==> src/rtl/rxr_pkg.sv <==
package rxr_pkg;

  localparam int OFS_W       = 8;
  localparam int HDR_BYTES   = 4;
  localparam int CNT_W       = 16;
  localparam int ST_GOOD_BIT = 0;

  typedef enum logic [1:0] {
    SEL_START = 2'd0,
    SEL_STOP  = 2'd1,
    SEL_BND   = 2'd2,
    SEL_CURR  = 2'd3
  } rxr_sel_e;

  typedef enum logic [2:0] {
    S_IDLE,
    S_RECV,
    S_DROP,
    S_H1,
    S_H2,
    S_H3
  } rxr_state_e;

endpackage

==> src/rtl/rxr_page_step.sv <==
module rxr_page_step #(
  parameter int PW = 8
) (
  input  logic [PW-1:0] pg,
  input  logic [PW-1:0] start_pg,
  input  logic [PW-1:0] stop_pg,
  output logic [PW-1:0] nxt_pg
);

  logic [PW-1:0] inc_pg;

  always_comb begin
    inc_pg = pg + 1'b1;
    nxt_pg = (inc_pg == stop_pg) ? start_pg : inc_pg;
  end

endmodule

==> src/rtl/rxr_regs.sv <==
module rxr_regs
  import rxr_pkg::*;
#(
  parameter int PW    = 8,
  parameter int START = 8'h46,
  parameter int STOP  = 8'h80
) (
  input  logic          clk,
  input  logic          rst_n,
  input  logic          reg_we,
  input  logic [1:0]    reg_sel,
  input  logic [PW-1:0] reg_wdata,
  input  logic          adv_en,
  input  logic [PW-1:0] adv_pg,
  output logic [PW-1:0] start_pg,
  output logic [PW-1:0] stop_pg,
  output logic [PW-1:0] bnd_pg,
  output logic [PW-1:0] cur_pg,
  output logic          bnd_wr
);

  localparam logic [PW-1:0] START_P = START[PW-1:0];
  localparam logic [PW-1:0] STOP_P  = STOP[PW-1:0];
  localparam logic [PW-1:0] CUR_RST = START_P + 1'b1;

  logic [PW-1:0] start_q, start_d;
  logic [PW-1:0] stop_q,  stop_d;
  logic [PW-1:0] bnd_q,   bnd_d;
  logic [PW-1:0] cur_q,   cur_d;
  logic          upd_en;

  always_comb begin
    start_d = start_q;
    stop_d  = stop_q;
    bnd_d   = bnd_q;
    cur_d   = cur_q;
    if (reg_we) begin
      unique case (rxr_sel_e'(reg_sel))
        SEL_START: start_d = reg_wdata;
        SEL_STOP:  stop_d  = reg_wdata;
        SEL_BND:   bnd_d   = reg_wdata;
        SEL_CURR:  cur_d   = reg_wdata;
        default:   ;
      endcase
    end
    if (adv_en) begin
      cur_d = adv_pg;
    end
    upd_en = reg_we | adv_en;
  end

  always_ff @(posedge clk or negedge rst_n) begin
    if (!rst_n) begin
      start_q <= START_P;
      stop_q  <= STOP_P;
      bnd_q   <= START_P;
      cur_q   <= CUR_RST;
    end else if (upd_en) begin
      start_q <= start_d;
      stop_q  <= stop_d;
      bnd_q   <= bnd_d;
      cur_q   <= cur_d;
    end
  end

  assign start_pg = start_q;
  assign stop_pg  = stop_q;
  assign bnd_pg   = bnd_q;
  assign cur_pg   = cur_q;
  assign bnd_wr   = reg_we && (reg_sel == 2'(SEL_BND));

endmodule

==> src/rtl/rxr_ctrl.sv <==
module rxr_ctrl
  import rxr_pkg::*;
#(
  parameter int PW = 8
) (
  input  logic            clk,
  input  logic            rst_n,
  input  logic            keep_bad,
  input  logic            rx_vld,
  input  logic [7:0]      rx_data,
  input  logic            rx_eof,
  input  logic [7:0]      rx_status,
  input  logic [PW-1:0]   start_pg,
  input  logic [PW-1:0]   stop_pg,
  input  logic [PW-1:0]   bnd_pg,
  input  logic [PW-1:0]   cur_pg,
  input  logic            bnd_wr,
  output logic            adv_en,
  output logic [PW-1:0]   adv_pg,
  output logic            mem_we,
  output logic [PW+OFS_W-1:0] mem_addr,
  output logic [7:0]      mem_wdata,
  output logic            ovw_evt,
  output logic            frame_missed
);

  localparam int AW = PW + OFS_W;
  localparam logic [OFS_W-1:0] OFS_DATA = OFS_W'(HDR_BYTES);
  localparam logic [OFS_W-1:0] OFS_LAST = {OFS_W{1'b1}};
  localparam logic [CNT_W-1:0] CNT_HDR  = CNT_W'(HDR_BYTES);

  rxr_state_e       state_q, state_d;
  logic [PW-1:0]    wpage_q, wpage_d;
  logic [OFS_W-1:0] wofs_q,  wofs_d;
  logic [CNT_W-1:0] bcnt_q,  bcnt_d;
  logic [PW-1:0]    next_q,  next_d;
  logic             ovf_q,   ovf_d;
  logic             mwe_q,   mwe_d;
  logic [AW-1:0]    maddr_q, maddr_d;
  logic [7:0]       mdat_q,  mdat_d;
  logic             ovw_q,   ovw_d;
  logic             miss_q,  miss_d;

  logic [PW-1:0]    step_in, step_out, eof_next;
  logic             frame_good;
  logic             dp_en;

  // One page stepper serves both the byte path and the end-of-frame path
  assign step_in = (state_q == S_IDLE) ? cur_pg : wpage_q;

  rxr_page_step #(.PW(PW)) u_step (
    .pg       (step_in),
    .start_pg (start_pg),
    .stop_pg  (stop_pg),
    .nxt_pg   (step_out)
  );

  always_comb begin
    frame_good = rx_status[ST_GOOD_BIT] | keep_bad;
    if (state_q == S_IDLE) begin
      eof_next = step_out;
    end else begin
      eof_next = (wofs_q == '0) ? wpage_q : step_out;
    end
  end

  always_comb begin
    state_d = state_q;
    wpage_d = wpage_q;
    wofs_d  = wofs_q;
    bcnt_d  = bcnt_q;
    next_d  = next_q;
    ovf_d   = bnd_wr ? 1'b0 : ovf_q;
    mwe_d   = 1'b0;
    maddr_d = maddr_q;
    mdat_d  = mdat_q;
    ovw_d   = 1'b0;
    miss_d  = 1'b0;

    unique case (state_q)
      S_IDLE, S_RECV: begin
        if (rx_eof) begin
          state_d = S_IDLE;
          if (state_q == S_IDLE) begin
            bcnt_d = CNT_HDR;
          end
          if (ovf_q && state_q == S_IDLE) begin
            miss_d = 1'b1;
          end else if (!frame_good) begin
            state_d = S_IDLE;
          end else if (eof_next == bnd_pg) begin
            ovw_d  = 1'b1;
            ovf_d  = 1'b1;
            miss_d = 1'b1;
          end else begin
            mwe_d   = 1'b1;
            maddr_d = {cur_pg, OFS_W'(0)};
            mdat_d  = rx_status;
            next_d  = eof_next;
            state_d = S_H1;
          end
        end else if (rx_vld) begin
          if (state_q == S_IDLE) begin
            if (ovf_q) begin
              state_d = S_DROP;
            end else begin
              mwe_d   = 1'b1;
              maddr_d = {cur_pg, OFS_DATA};
              mdat_d  = rx_data;
              wpage_d = cur_pg;
              wofs_d  = OFS_DATA + 1'b1;
              bcnt_d  = CNT_HDR + 1'b1;
              state_d = S_RECV;
            end
          end else begin
            mwe_d   = 1'b1;
            maddr_d = {wpage_q, wofs_q};
            mdat_d  = rx_data;
            bcnt_d  = bcnt_q + 1'b1;
            wofs_d  = wofs_q + 1'b1;
            if (wofs_q == OFS_LAST) begin
              if (step_out == bnd_pg) begin
                ovw_d   = 1'b1;
                ovf_d   = 1'b1;
                state_d = S_DROP;
              end else begin
                wpage_d = step_out;
              end
            end
          end
        end
      end
      S_DROP: begin
        if (rx_eof) begin
          miss_d  = 1'b1;
          state_d = S_IDLE;
        end
      end
      S_H1: begin
        mwe_d   = 1'b1;
        maddr_d = {cur_pg, OFS_W'(1)};
        mdat_d  = 8'(next_q);
        state_d = S_H2;
      end
      S_H2: begin
        mwe_d   = 1'b1;
        maddr_d = {cur_pg, OFS_W'(2)};
        mdat_d  = bcnt_q[7:0];
        state_d = S_H3;
      end
      S_H3: begin
        mwe_d   = 1'b1;
        maddr_d = {cur_pg, OFS_W'(3)};
        mdat_d  = bcnt_q[15:8];
        state_d = S_IDLE;
      end
      default: state_d = S_IDLE;
    endcase

    dp_en = mwe_d | (state_d != state_q);
  end

  always_ff @(posedge clk or negedge rst_n) begin
    if (!rst_n) begin
      state_q <= S_IDLE;
      ovf_q   <= 1'b0;
      mwe_q   <= 1'b0;
      ovw_q   <= 1'b0;
      miss_q  <= 1'b0;
    end else begin
      state_q <= state_d;
      ovf_q   <= ovf_d;
      mwe_q   <= mwe_d;
      ovw_q   <= ovw_d;
      miss_q  <= miss_d;
    end
  end

  always_ff @(posedge clk or negedge rst_n) begin
    if (!rst_n) begin
      wpage_q <= '0;
      wofs_q  <= '0;
      bcnt_q  <= '0;
      next_q  <= '0;
      maddr_q <= '0;
      mdat_q  <= '0;
    end else if (dp_en) begin
      wpage_q <= wpage_d;
      wofs_q  <= wofs_d;
      bcnt_q  <= bcnt_d;
      next_q  <= next_d;
      maddr_q <= maddr_d;
      mdat_q  <= mdat_d;
    end
  end

  assign adv_en       = (state_q == S_H3);
  assign adv_pg       = next_q;
  assign mem_we       = mwe_q;
  assign mem_addr     = maddr_q;
  assign mem_wdata    = mdat_q;
  assign ovw_evt      = ovw_q;
  assign frame_missed = miss_q;

endmodule

==> src/rtl/rx_ring_pgmgr.sv <==
module rx_ring_pgmgr
  import rxr_pkg::*;
#(
  parameter int PW    = 8,
  parameter int START = 8'h46,
  parameter int STOP  = 8'h80
) (
  input  logic            clk,
  input  logic            rst_n,
  input  logic            reg_we,
  input  logic [1:0]      reg_sel,
  input  logic [PW-1:0]   reg_wdata,
  input  logic            keep_bad,
  input  logic            rx_vld,
  input  logic [7:0]      rx_data,
  input  logic            rx_eof,
  input  logic [7:0]      rx_status,
  output logic            mem_we,
  output logic [PW+7:0]   mem_addr,
  output logic [7:0]      mem_wdata,
  output logic            ovw_evt,
  output logic            frame_missed,
  output logic            ring_empty,
  output logic [PW-1:0]   cur_page,
  output logic [PW-1:0]   bnd_page
);

  logic [PW-1:0] start_pg, stop_pg, bnd_pg, cur_pg, adv_pg, bnd_after;
  logic          adv_en, bnd_wr;

  rxr_regs #(.PW(PW), .START(START), .STOP(STOP)) u_regs (
    .clk       (clk),
    .rst_n     (rst_n),
    .reg_we    (reg_we),
    .reg_sel   (reg_sel),
    .reg_wdata (reg_wdata),
    .adv_en    (adv_en),
    .adv_pg    (adv_pg),
    .start_pg  (start_pg),
    .stop_pg   (stop_pg),
    .bnd_pg    (bnd_pg),
    .cur_pg    (cur_pg),
    .bnd_wr    (bnd_wr)
  );

  rxr_ctrl #(.PW(PW)) u_ctrl (
    .clk          (clk),
    .rst_n        (rst_n),
    .keep_bad     (keep_bad),
    .rx_vld       (rx_vld),
    .rx_data      (rx_data),
    .rx_eof       (rx_eof),
    .rx_status    (rx_status),
    .start_pg     (start_pg),
    .stop_pg      (stop_pg),
    .bnd_pg       (bnd_pg),
    .cur_pg       (cur_pg),
    .bnd_wr       (bnd_wr),
    .adv_en       (adv_en),
    .adv_pg       (adv_pg),
    .mem_we       (mem_we),
    .mem_addr     (mem_addr),
    .mem_wdata    (mem_wdata),
    .ovw_evt      (ovw_evt),
    .frame_missed (frame_missed)
  );

  rxr_page_step #(.PW(PW)) u_bnd_step (
    .pg       (bnd_pg),
    .start_pg (start_pg),
    .stop_pg  (stop_pg),
    .nxt_pg   (bnd_after)
  );

  assign ring_empty = (bnd_after == cur_pg);
  assign cur_page   = cur_pg;
  assign bnd_page   = bnd_pg;

endmodule

==> config.mk <==
export PLATFORM = sky130hd
export DESIGN_NAME = rx_ring_pgmgr
export DESIGN_NICKNAME = d
export VERILOG_FILES = /design/src/rtl/rxr_pkg.sv /design/src/rtl/rxr_page_step.sv /design/src/rtl/rxr_regs.sv /design/src/rtl/rxr_ctrl.sv /design/src/rtl/rx_ring_pgmgr.sv
export SDC_FILE = /design/constraint.sdc
export NUM_CORES = 1
export LEC_CHECK = 0
export ABC_CLOCK_PERIOD_IN_PS = 5100
export BUFFER_PORTS_ARGS = -buffer_cell sky130_fd_sc_hd__buf_2
export CAP_MARGIN = 5
export CORE_MARGIN = 3
export CORE_UTILIZATION = 40
export DETAILED_ROUTE_END_ITERATION = 16
export GPL_ROUTABILITY_DRIVEN = 0
export PLACE_DENSITY = 0.56
export SLEW_MARGIN = 15
export SYNTH_ARGS = -nofsm -noshare
export SYNTH_HDL_FRONTEND = slang
export SYNTH_SLANG_ARGS = --single-unit
==> constraint.sdc <==
create_clock -name clk -period 5.1 [get_ports clk]
set_input_delay 0.51 -clock clk [delete_from_list [all_inputs] [get_ports clk]]
set_output_delay 0.51 -clock clk [all_outputs]
set_load 0.01 [all_outputs]
# ---- Word-level counts from Yosys, hierarchy flattened
# Cells that the tools add are included.
dict set report op_classes {
  bitwise 6
  mux 77
  n_mul 0
  eq_ne 24
  add_sub_neg 4
  magnitude_cmp 0
  reduce_logical 21
  div_mod_pow 0
  n_shift 0
}
# op count
set op_table {}
lappend op_table {{two-way mux 16 bit} 12}
lappend op_table {{two-way mux 8 bit} 21}
lappend op_table {{case mux 16 bit (4 select lines)} 1}
lappend op_table {{== test 8 bit} 5}
lappend op_table {{case mux 8 bit (4 select lines)} 1}
lappend op_table {{two-way mux 1 bit} 29}
lappend op_table {{adder 8 x 1 -> 8 bit, second input constant} 3}
lappend op_table {{two-way mux 3 bit} 8}
lappend op_table {{adder 16 x 1 -> 16 bit, second input constant} 1}
lappend op_table {{AND reduction 7 bit} 2}
lappend op_table {{inequality test 3 bit, second input constant} 4}
lappend op_table {{case mux 3 bit (4 select lines)} 1}
lappend op_table {{AND reduction 3 bit} 4}
lappend op_table {{AND reduction 5 bit} 2}
lappend op_table {{== test 8 bit, second input constant} 1}
lappend op_table {{zero test 8 bit} 1}
lappend op_table {{nonzero test 2 bit} 4}
lappend op_table {{== test 3 x 2 -> 1 bit, second input constant} 2}
lappend op_table {{== test 3 bit, second input constant} 2}
lappend op_table {{AND reduction 6 bit} 1}
lappend op_table {{== test 2 bit, second input constant} 2}
lappend op_table {{two-way mux 2 bit} 2}
lappend op_table {{inequality test 2 x 1 -> 1 bit, second input constant} 2}
lappend op_table {{inequality test 4 bit, second input constant} 1}
lappend op_table {{14 further kinds} 20}
dict set report totals {
  wordCells 147
  output_inout_bits 44
  regBits 103
  latchBits 0
  in_bits 32
  ramBits 0
  romBits 0
  n_memories 0
}

# ---- Longest topological paths before layout
# Gate-level depths: netlist of run 1.
dict set report logic_depth {
  depth_word 16
  mapped_depth 25
  mapped_depth_nobuf 17
}

# ---- Cells and area by module
# From an unflattened synthesis of run 1, not the netlist that was laid out.
dict set report hier_totals {
  hier_cells 672
  area_unflattened_um2 6342.3
}
# mod n_inst cells_each area_each_um2 seq_area_each_um2
set by_module_without_submodules {}
lappend by_module_without_submodules {rxr_ctrl 1 475 4159.0 1776.7}
lappend by_module_without_submodules {rxr_regs 1 96 1311.3 814.5}
lappend by_module_without_submodules {rxr_page_step 2 45 392.9 0.0}
lappend by_module_without_submodules {rx_ring_pgmgr 1 11 86.3 0.0}

# ---- Least setup slack after synthesis of run 1
# No wires, ideal clock.
dict set report synth_timing {
  path_type {register to register}
  start {register u_ctrl.state_q[1]}
  end {register u_ctrl.maddr_q[2], in the netlist u_ctrl.mem_addr[2]}
  n_path_buf 6
  arrival_ns 4.214
  stages_incl_launch_ff 23
  period_less_slack_ns 4.339
  setup_slack_ns 0.761
  t_required_ns 4.975
  setup_ns 0.125
  cell_sequence {dfrtp_1 -> buf_2 -> nor3_4 -> buf_2 -> buf_2 -> buf_1 -> nand2_1 -> nand2_1 -> ha_1 -> nand3_1 -> o21a_1 -> or3b_1 -> and3_1 -> o221a_2 -> and2_1 -> buf_6 -> a211oi_4 -> o21ai_4 -> nand2_4 -> nor2_8 -> inv_4 -> buf_6 -> mux2_4}
}
dict set report synth_via {
  elab_chain_len 16
  word_cells_on_any_way 47
  cone_classes {1 x add/sub; 14 x eq/ne; 25 x mux; 1 x bitwise; 6 x reduce/logical}
}
# item line
set synth_lines {}
lappend synth_lines {{start, declared} rxr_ctrl.sv:32} ;# rxr_state_e state_q, state_d;
lappend synth_lines {{start signal, assigned} rxr_ctrl.sv:171} ;# state_q <= state_d;
lappend synth_lines {{zero test 3 bit} --}
lappend synth_lines {{two-way mux 8 bit} rxr_ctrl.sv:49} ;# assign step_in = (state_q == S_IDLE) ? cur_pg : wpage_q;
lappend synth_lines {{adder 8 x 1 -> 8 bit} rxr_page_step.sv:13} ;# inc_pg = pg + 1'b1;
lappend synth_lines {{== test 8 bit} rxr_page_step.sv:14} ;# nxt_pg = (inc_pg == stop_pg) ? start_pg : inc_pg;
lappend synth_lines {{two-way mux 8 bit} rxr_page_step.sv:14}
lappend synth_lines {{two-way mux 8 bit} rxr_ctrl.sv:63} ;# eof_next = (wofs_q == '0) ? wpage_q : step_out;
lappend synth_lines {{two-way mux 8 bit} rxr_ctrl.sv:60} ;# if (state_q == S_IDLE) begin
lappend synth_lines {{== test 8 bit} rxr_ctrl.sv:91} ;# end else if (eof_next == bnd_pg) begin
lappend synth_lines {{two-way mux 2 bit} rxr_ctrl.sv:91}
lappend synth_lines {{two-way mux 3 bit} rxr_ctrl.sv:89} ;# end else if (!frame_good) begin
lappend synth_lines {{two-way mux 3 bit} rxr_ctrl.sv:87} ;# if (ovf_q && state_q == S_IDLE) begin
lappend synth_lines {{two-way mux 3 bit} rxr_ctrl.sv:82} ;# if (rx_eof) begin
lappend synth_lines {{case mux 3 bit (4 select lines)} rxr_ctrl.sv:80} ;# unique case (state_q)
lappend synth_lines {{inequality test 3 bit} rxr_ctrl.sv:160} ;# dp_en = mwe_d | (state_d != state_q);
lappend synth_lines {{bitwise OR 1 bit} rxr_ctrl.sv:160}
lappend synth_lines {{AND reduction 7 bit (no source line)} --}
lappend synth_lines {{end signal, assigned} rxr_ctrl.sv:192} ;# maddr_q <= maddr_d;
lappend synth_lines {{end, declared} rxr_ctrl.sv:39} ;# logic [AW-1:0] maddr_q, maddr_d;
# Several ways; a longest one is shown, not always the timed one. The select of a mux whose other input is x is not followed.
# A chain may end at the register's enable or synchronous reset.

# ---- Final worst setup path of run 1
dict set report layout_timing {
  start {register u_ctrl.state_q[1]}
  end {register u_ctrl.maddr_q[4], in the netlist u_ctrl.mem_addr[4]}
}
# The elaborated chain is that of the path after synthesis.

==> run metrics, run 1 <==
RSZ-0062 raised after global routing=false; Final min period=4.55 ns; H-tree levels=3; PD cells=577 nW/um2; Avg Inst Size Synth=8.93 um2; Critical Path Start=u_ctrl.state_q[1]; Max Clk Rate=roughly 220 MHz; arrival time worst endpoint=4.80 ns; vias in the first global route=5756; area grow syn2layout=10.9%; Yosys top cell by area=dfrtp_1; share of the synthesized area in the top cell type=33.4%; CP Cell Sequence=nor3_4 -> mux2_2 -> ha_1 -> buf_4 -> and3_1 -> o41ai_1 -> o21ai_0 -> a311oi_1 -> nand4_1 -> a211oi_2 -> a21oi_1 -> o21ai_4 -> nand2_4 -> nor2_8 -> inv_4 -> and3_1 -> a21o_1; area of the multi-input gates=3940 um2; # fillers=1661; wire per inst=just under 20 um; Die ar.=~19000 um2; Maximum Capacitance Violations=0; outcome=complete, no violations; Critical Path RT=between 5 and 6 ns; CP Class=flip-flop to flip-flop; synthesized netlist cell count=a little under 800; sw frac=45.7%; Crit path top cell by count=and3_1; mapped cell area=6880 um2; share of layout cells above drive strength 1=20.1%; Synth Flop Type=dfrtp_1; Root Buffer=clkbuf_16; register area share after synthesis=37.6%; post-route ant nets=0; Placed Cells=1019; Comb pwr share=48.8%; max incr delay on CP=0.50 ns; largest net degree at the start of global routing=57; Non-Filler Cell Area, Final=about 7600 um2; clock buffer depth=2; Initial Util=around two fifths; Num Clock Sinks=103; flop-to-flop setup slack=0.55 ns; Warnings, synthesis=0; Min-Delay Path Class=input pin to async pin; setup ws final=0.554 ns; DP Area=7340 um2; Final Hold Fails=0; Row Count=47; crit-path max FO=31; crit path to=u_ctrl.mem_addr[4]; global-route wire length before repair=31800 um; slowest stage cell, crit path=dfrtp_1; dpl ws=0.374 ns; CTS tree=yes; Slew headroom=47.7%; internal power=2.39 mW; CP top delay family=compound AO/OA/AOI/OAI gates; Die H=137 um; Netlist cell types=75; Post-Layout Cell Count=1035; Setup crit start kind=flip-flop; IO buf count=75; final-stage net count=roughly 850; Clk Latency, worst-skew pair=between 0.3 and 0.4 ns; drt first pass iters=5; io pins=76; clock buffer count from CTS=9; Post-synth EDFFs=0; Setup Fix Bufs, Post-CTS=0; Setup crit end kind=flip-flop; origin of the critical flop-to-flop path=u_ctrl.state_q[1]; path depth of the worst reg2reg path=17; via count=5898; antenna violations before repair=0; 1st-iter DRT viols=608; setup_tns=0 ns; fin crit share=roughly nine tenths; core region area=16700 um2; Post-Route Skew=between 0.01 and 0.015 ns; most frequent cell after synthesis=dfrtp_1; WP buf/inv=2; vias per cell=5.70; fraction of registers with async set/reset=100%; FF/Latch Area=2590 um2; max-slew violations=0; Area contributors post-synth=dfrtp_1 (33%), mux2i_1 (7.0%), o21ai_0 (5.4%), mux2_2 (4.9%), dfstp_2 (4.2%); Finished Core Util=45.7%; DP Wirelength=14600 um; GRT overflow=0; Synth top cells by count=dfrtp_1 (92), o21ai_0 (74), nand2_1 (73), nor2_1 (60), mux2i_1 (48); clk slew on worst S/H paths=around 0.070 ns; post-synthesis register bit count=103; drt drc=0; gr usage total=21.9%; Inserted Diodes=0; Sw Pwr=2.02 mW; cell count along the critical path=17; Reg power frac=35.3%; Worst IR Drop VDD=0.000243 V; setup violators final=0; clock power share=roughly 16%; final wirelength=20100 um; Net Count, Synth=808; die width=~140 um; RR Endpoint=u_ctrl.mem_addr[4]; worst slew pin tran=just under 0.8 ns; Leak=between 3 and 4 nW
[worst reg2reg max path: cells and delay by family (launching register included)]
family / cells / cell delay (ns)
AO/OA/AOI/OAI: 7 / 1.73
adder cells (fa/ha/maj): 1 / 0.23
buffers and inverters: 2 / 0.35
flip-flops: 1 / 0.50
multiplexers: 1 / 0.37
AND/OR/NAND/NOR: 6 / 1.26
[through the flow]
stage | total power [mW] | hold slack (ns)
final | 4.41 | 0.161
after global routing | 4.74 | 0.214
after CTS | 4.42 | 0.200
after detailed placement | 3.70 | 0.462
after global placement | 3.67 | 0.463
after floorplan | 3.06 | 0.214
[layout make-up]
type	count	share of cell area [%]
multi-input cells	591	51.6
flip-flops and latches	103	33.9
repair buffers	86	6.03
well taps	220	3.61
clock buffers	13	3.54
inverters	19	0.967
clock inverters	3	0.328
[per-layer routing]
layer | vias up | GRT usage [%] | routed length [um]
met2 | 196 | 32.6 | 9020
li1 | 2821 | - | -
met5 | - | 0 | 0
met3 | 27 | 4.05 | 1400
met1 | 2854 | 32.5 | 9300
met4 | 0 | 6.32 | 358
[timing repair]
| item | in CTS | in global routing |
|---|---|---|
| hold buffers | 0 | 0 |
| gates resized for setup | 0 | 1 |
| endpoints found under the setup margin | 0 | 5 |
[cells by family after synthesis]
family | share of synthesized area (%)
XOR/XNOR | 6.74
AND/OR/NAND/NOR | 19.3
adder cells (fa/ha/maj) | 0.909
flip-flops | 37.6
AO/OA/AOI/OAI | 17.9
multiplexers | 12.3
buffers and inverters | 5.16
[cells in the final DEF, fill, tap and decap left out, types with 9 or more instances in the layout]
master	instances
a21o_1	14
a21oi_1	47
a31oi_1	9
and3_1	24
buf_2	74
buf_4	12
clkbuf_16	9
dfrtp_1	92
dfstp_2	11
inv_1	18
mux2_2	30
mux2i_1	48
nand2_1	73
nand3_1	23
nand3b_1	12
nor2_1	60
o21ai_0	74
xnor2_1	23
xor2_1	30
[registers in the layout (all words and copies together) (netlist names)]
| name | cells |
|---|---|
| u_regs.cur_pg | 8 |
| u_ctrl.ovw_evt | 1 |
| u_regs.stop_pg | 8 |
| u_ctrl.wofs_q | 8 |
| u_ctrl.mem_wdata | 8 |
| u_ctrl.mem_we | 1 |
| u_regs.bnd_pg | 8 |
| u_ctrl.bcnt_q | 16 |
| u_ctrl.adv_pg | 8 |
| u_regs.start_pg | 8 |
| u_ctrl.ovf_q | 1 |
| u_ctrl.mem_addr | 16 |
| u_ctrl.frame_missed | 1 |
| u_ctrl.state_q | 3 |
| u_ctrl.wpage_q | 8 |
[how the worst min path moves through the flow]
stage	slack, ns	endpoint	depth (start not counted)
floorplan	0.21	u_ctrl.adv_pg[0]	0
global placement	0.46	u_ctrl.mem_addr[5]	1
detailed placement	0.46	u_ctrl.mem_addr[6]	1
CTS	0.20	u_regs.bnd_pg[7]	1
global route	0.21	u_regs.bnd_pg[7]	1
finish	0.16	u_regs.start_pg[7]	1
[power by group through the flow]
stage | Combinational [mW] | Clock [mW] | Sequential, mW
after global routing | 2.39 | 0.750 | 1.60
after CTS | 2.15 | 0.716 | 1.55
after floorplan | 1.73 | 0 | 1.33
after detailed placement | 2.14 | 0 | 1.56
final | 2.15 | 0.701 | 1.56
after global placement | 2.11 | 0 | 1.56
(Power assumes the default switching activity.)
==> inputs of run 2 (changes only) <==
--- a/config.mk
+++ b/config.mk
@@ -12,6 +12,7 @@
 export CORE_UTILIZATION = 40
 export DETAILED_ROUTE_END_ITERATION = 16
 export GPL_ROUTABILITY_DRIVEN = 0
+export GPL_TIMING_DRIVEN = 0
 export PLACE_DENSITY = 0.56
 export SLEW_MARGIN = 15
 export SYNTH_ARGS = -nofsm -noshare
==> run 2 against run 1 <==
Total power rose by 6.7%. Setup slack got worse by 0.33 ns. Combinational power rose by 21%. Sequential power fell by 14%. Utilization rose by 1.7 points. Critical endpoint is now u_ctrl.mem_addr[6].
==> run metrics, run 2 (synthesized netlist as in run 1, its figures left out) <==
outcome=complete, no violations (unchanged); PD cells=594 nW/um2 (was 577 nW/um2); global-route wire length before repair=33900 um (was 31800 um); max incr delay on CP=0.39 ns (was 0.50 ns); 1st-iter DRT viols=805 (was 608); Min-Delay Path Class=input pin to async pin (unchanged); DP Area=7560 um2 (was 7340 um2); Row Count=47 (unchanged); Num Clock Sinks=103 (unchanged); io pins=76 (unchanged); die width=137 um (unchanged); final wirelength=21700 um (was 20100 um); worst slew pin tran=0.961 ns (was 0.785 ns); area grow syn2layout=15.0% (was 10.9%); Final min period=4.88 ns (was 4.55 ns); IO buf count=74 (was 75); setup violators final=0 (unchanged); drt first pass iters=5 (unchanged); arrival time worst endpoint=5.13 ns (was 4.80 ns); cts hold-fix bufs=0 (unchanged); gr usage total=23.5% (was 21.9%); most frequent cells in the layout=dfrtp_1 (92), buf_2 (88), o21ai_0 (74) (was dfrtp_1 (92), o21ai_0 (74), buf_2 (74)); Die ar.=18800 um2 (unchanged); RSZ-0062 raised after global routing=false (unchanged); sw frac=45.9% (was 45.7%); Post-Route Skew=0.0109 ns (was 0.0115 ns); CP top delay family=compound AO/OA/AOI/OAI gates (unchanged); Root Buffer=clkbuf_16 (unchanged); antenna violations before repair=0 (unchanged); vias per cell=5.84 (was 5.70); core region area=16700 um2 (unchanged); max-slew violations=0 (unchanged); DP Wirelength=16200 um (was 14600 um); GRT overflow=0 (unchanged); crit-path max FO=10 (was 31); most common cell after layout, fill and taps aside=dfrtp_1 (unchanged); # fillers=1662 (was 1661); vias in the first global route=6108 (was 5756); Leak=3.60 nW (was 3.47 nW); clock power share=16.2% (was 15.9%); internal power=2.54 mW (was 2.39 mW); Sw Pwr=2.16 mW (was 2.02 mW); clk slew on worst S/H paths=0.08 ns (was 0.07 ns); H-tree levels=3 (unchanged); largest net degree at the start of global routing=77 (was 57); Comb pwr share=55.4% (was 48.8%); Setup crit end kind=flip-flop (unchanged); slowest stage cell, crit path=o41ai_1 (was dfrtp_1); clock buffer depth=2 (unchanged); Critical Path RT=5.36 ns (about the same); via count=6324 (was 5898); clock buffer count from CTS=9 (unchanged); Reg power frac=28.4% (was 35.3%); CTS tree=yes (unchanged); CP Class=flip-flop to flip-flop (unchanged); post-route ant nets=0 (unchanged); Die H=137 um (unchanged); Non-Filler Cell Area, Final=7920 um2 (was 7630 um2); WP buf/inv=7 (was 2); Total Power=4.70 mW (was 4.41 mW); Worst IR Drop VDD=0.000225 V (was 0.000243 V); fin crit share=95.6% (was 89.1%); share of layout cells above drive strength 1=21.1% (was 20.1%); Final Hold Fails=0 (unchanged); CP Cell Sequence=buf_2 -> nor3_4 -> clkbuf_4 -> buf_4 -> buf_6 -> nand2_1 -> nand2_1 -> ha_2 -> clkbuf_4 -> nor3b_1 -> o41ai_1 -> o21ai_0 -> a311oi_1 -> nand4_1 -> a211oi_2 -> a21oi_1 -> o21ai_4 -> nand2_4 -> nor2_8 -> inv_4 -> buf_6 -> and3_1 -> a21o_1 (was nor3_4 -> mux2_2 -> ha_1 -> buf_4 -> and3_1 -> o41ai_1 -> o21ai_0 -> a311oi_1 -> nand4_1 -> a211oi_2 -> a21oi_1 -> o21ai_4 -> nand2_4 -> nor2_8 -> inv_4 -> and3_1 -> a21o_1); wire per inst=20.1 um (was 19.4 um); Slew headroom=35.8% (was 47.7%); Maximum Capacitance Violations=0 (unchanged); Clk Latency, worst-skew pair=0.36 ns (about the same); final-stage net count=895 (was 847); Max Clk Rate=205 MHz (was 220 MHz); Setup crit start kind=flip-flop (unchanged); Inserted Diodes=0 (unchanged); Initial Util=41.2% (unchanged); drt drc=0 (unchanged)
## run 2: cell count changes in the layout (fill, tap and decap cells not counted), moves of 2 or more
cell	previous run	this run
clkbuf_1	1	28
buf_2	74	88
clkbuf_4	0	2
buf_6	0	6
buf_1	0	4
buf_4	12	5
## run 2: final timing paths
| path | end | slack [ns] | from | cells after the start |
|---|---|---|---|---|
| setup / recovery | u_ctrl.mem_addr[6] | 0.22 | u_ctrl.state_q[1] | 23 |
| hold / removal | u_regs.stop_pg[5] | 0.02 | rst_n | 1 |
| setup reg to reg | u_ctrl.mem_addr[6] | 0.22 | u_ctrl.state_q[1] | 23 |
| hold reg to reg | u_ctrl.mem_addr[3] | 0.48 | u_ctrl.mem_addr[3] | 1 |
| max in group asynchronous | u_regs.start_pg[1] | 4.37 | rst_n | 2 |
| min in group clk | u_regs.start_pg[3] | 0.41 | reg_wdata[3] | 3 |
## run 2: per-stage QoR
stage	hold WS (ns)	setup TNS [ns]	worst slack, ns	utilization [%]	std cells
5_1_grt	0.0350	0	0.0284	47.4	1083
6_report	0.0198	0	0.222	47.4	1083
3_3_place_gp	0.455	-10.81	-0.371	45.1	1065
2_1_floorplan	0.214	0	0.761	-	771
4_1_cts	0.0203	0	0.0401	47.3	1082
3_5_place_dp	0.402	-14.81	-0.416	45.3	1066
## run 2: power groups by stage
stage | Sequential, mW | Combinational [mW] | Clock [mW]
final | 1.34 | 2.60 | 0.762
after global routing | 1.36 | 2.83 | 0.805
after CTS | 1.33 | 2.55 | 0.770
after detailed placement | 1.35 | 2.53 | 0
after global placement | 1.34 | 2.48 | 0
after floorplan | 1.33 | 1.73 | 0
## run 2: final cells by class
class	count	area (um2)	share of cell area, %
multi-input cells	591	3950	49.8
flip-flops and latches	103	2590	32.7
repair buffers	76	412	5.20
clock buffers	12	267	3.37
plain buffers	58	297	3.75
well taps	220	275	3.48
clock inverters	4	57.6	0.727
inverters	19	73.8	0.932
## run 2: repair_timing
action                                  in CTS  in global routing
endpoints found under the setup margin      59                 50
buffers inserted                             0                  1
pin swaps                                    0                  2
gates resized for setup                      4                  4
## run 2: layer usage
layer	up-vias	global-route usage, %	part of all wire (%)
li1	2914	-	-
met1	3078	34.6	45
met2	287	35.0	44
met3	45	3.51	8.3
met4	0	8.92	2.9
met5	-	0	0
==> inputs of run 3 (changes only) <==
--- a/config.mk
+++ b/config.mk
@@ -5,7 +5,7 @@
 export SDC_FILE = /design/constraint.sdc
 export NUM_CORES = 1
 export LEC_CHECK = 0
-export ABC_CLOCK_PERIOD_IN_PS = 5100
+export ABC_CLOCK_PERIOD_IN_PS = 6200
 export BUFFER_PORTS_ARGS = -buffer_cell sky130_fd_sc_hd__buf_2
 export CAP_MARGIN = 5
 export CORE_MARGIN = 3
==> constraint.sdc (replaced) <==
create_clock -name clk -period 6.2 [get_ports clk]
set_input_delay 0.62 -clock clk [delete_from_list [all_inputs] [get_ports clk]]
set_output_delay 0.62 -clock clk [all_outputs]
set_load 0.01 [all_outputs]
==> run 3 against run 2 <==
Fmax is 13% lower. Setup slack improved by 0.39 ns. Final area is 0.36% lower. Via count shrank 0.65%. Clock skew about the same. Critical path depth is the same. Cell count hardly changed. Sequential power down 18%. First-iteration DRC count down 5.5%. Utilization is 0.17 points lower. Flip-flop and latch count unchanged.
==> run metrics, run 3 (synthesized netlist as in run 1, its figures left out) <==
outcome=complete, no violations (unchanged); area grow syn2layout=14.6% (was 15.0%); Initial Util=41.2% (unchanged); Post-Route Skew=0.0104 ns (was 0.0109 ns); Die H=137 um (unchanged); Final Hold Fails=0 (unchanged); worst slew pin tran=0.957 ns (was 0.961 ns); # fillers=1656 (was 1662); DP Area=7560 um2 (unchanged); origin of the critical flop-to-flop path=u_ctrl.state_q[1] (unchanged); Row Count=47 (unchanged); Inserted Diodes=0 (unchanged); post-route ant nets=0 (unchanged); Root Buffer=clkbuf_16 (unchanged); setup violators final=0 (unchanged); CTS resizes=0 (was 4); io pins=76 (unchanged); final wirelength=21800 um (was 21700 um); Clk Latency, worst-skew pair=0.37 ns (was 0.36 ns); most frequent cells in the layout=dfrtp_1 (92), buf_2 (91), o21ai_0 (74) (was dfrtp_1 (92), buf_2 (88), o21ai_0 (74)); Routed met1 length=9990 um (was 9740 um); Setup Fix Bufs, Post-CTS=0 (unchanged); Final min period=5.59 ns (was 4.88 ns); 1st-iter DRT viols=761 (was 805); Worst IR Drop VDD=0.000186 V (was 0.000225 V); RR Endpoint=u_ctrl.mem_addr[6] (unchanged); antenna violations before repair=0 (unchanged); gr usage total=23.5% (about the same); PD cells=488 nW/um2 (was 594 nW/um2); Finished Core Util=47.2% (was 47.4%); setup_tns=0 ns (unchanged); max-slew violations=0 (unchanged); path depth of the worst reg2reg path=23 (unchanged); arrival time worst endpoint=5.85 ns (was 5.13 ns); vias in the first global route=6109 (was 6108); flop-to-flop setup slack=0.61 ns (was 0.22 ns); core region area=16700 um2 (unchanged); crit-path max FO=10 (unchanged); clk slew on worst S/H paths=0.08 ns (about the same); highest metal used=met4 (unchanged); Slew headroom=36.1% (was 35.8%); largest net degree at the start of global routing=77 (unchanged); setup ws final=0.613 ns (was 0.222 ns); met2 routed wirelength=9610 um (was 9560 um); cts hold-fix bufs=0 (unchanged); DP Wirelength=16200 um (unchanged); Die ar.=18800 um2 (unchanged); share of layout cells above drive strength 1=20.6% (was 21.1%); IO buf count=74 (unchanged); Non-Filler Cell Area, Final=7890 um2 (was 7920 um2); Maximum Capacitance Violations=0 (unchanged); Num Clock Sinks=103 (unchanged); met3 routed WL=1540 um (was 1800 um); CTS tree=yes (unchanged); CP Class=flip-flop to flip-flop (unchanged); die width=137 um (unchanged); RSZ-0062 raised after global routing=false (unchanged); via count=6283 (was 6324); dpl ws=0.684 ns (was -0.416 ns); clock buffer depth=2 (unchanged); clock buffer count from CTS=9 (unchanged); Setup crit end kind=flip-flop (unchanged); H-tree levels=3 (unchanged); Setup crit start kind=flip-flop (unchanged); drt drc=0 (unchanged); Max Clk Rate=179 MHz (was 205 MHz); fin crit share=90.1% (was 95.6%); wire per inst=20.1 um (about the same); global-route wire length before repair=33900 um (about the same); vias per cell=5.81 (was 5.84); most common cell after layout, fill and taps aside=dfrtp_1 (unchanged); Leak=3.59 nW (was 3.60 nW); Critical Path RT=6.46 ns (was 5.36 ns); GRT overflow=0 (unchanged); final-stage net count=894 (was 895); drt first pass iters=6 (was 5); Min-Delay Path Class=input pin to async pin (unchanged); Total Power=3.85 mW (was 4.70 mW)
## run 3: where the power goes
part           switching [mW]  leakage (nW)  internal [mW]  total, mW
sequential              0.198          1.28          0.901       1.10
clock                   0.276         0.157          0.351      0.627
combinational            1.30          2.16          0.823       2.12
total                    1.77          3.59           2.07       3.85
## run 3: cell type report
cell class / count / area, um2 / share of cell area (%)
Multi-Input combinational cell: 591 / 3940 / 49.9
Sequential cell: 103 / 2590 / 32.8
Timing Repair Buffer: 75 / 404 / 5.12
Buffer: 58 / 282 / 3.57
Tap cell: 220 / 275 / 3.49
Clock buffer: 12 / 267 / 3.38
Inverter: 19 / 73.8 / 0.936
Clock inverter: 4 / 57.6 / 0.730
## run 3: how the worst max path moves through the flow
stage / from / end / slack [ns]
after global routing: u_ctrl.state_q[1] / u_ctrl.mem_addr[15] / 0.33
after floorplan: u_ctrl.state_q[1] / u_ctrl.mem_addr[2] / 1.86
after CTS: u_ctrl.state_q[1] / u_ctrl.wpage_q[7] / 0.64
final: u_ctrl.state_q[1] / u_ctrl.mem_addr[6] / 0.61
after global placement: u_ctrl.state_q[1] / u_ctrl.wpage_q[7] / 0.73
after detailed placement: u_ctrl.state_q[1] / u_ctrl.wpage_q[7] / 0.68
## run 3: critical path: stages, from the launching register on
cell and delay, ns:
dfrtp_1 0.37, buf_2 0.19, nor3_4 0.26, buf_2 0.27, buf_2 0.30, buf_1 0.57
nand2_1 0.19, nand2_1 0.13, ha_1 0.29, buf_2 0.28, nor3b_1 0.09, o41ai_1 0.38
o21ai_0 0.15, a311oi_1 0.26, nand4_1 0.22, a211oi_2 0.32, a21oi_1 0.11, o21ai_4 0.23
nand2_4 0.17, nor2_8 0.18, inv_4 0.05, buf_6 0.14, and3_1 0.17, a21o_1 0.15
## run 3: per-layer routing
layer  vias to the layer above  GRT usage, %
li1                       2908             -
met1                      3059          34.5
met2                       275          35.0
met3                        41          3.54
met4                         0          8.87
met5                         -             0
## run 3: per-stage QoR
step / std cells / hold WS (ns)
after floorplan: 771 / 0.324
after global placement: 1065 / 0.455
after detailed placement: 1066 / 0.461
after CTS: 1082 / 0.130
after global routing: 1082 / 0.145
final: 1082 / 0.121
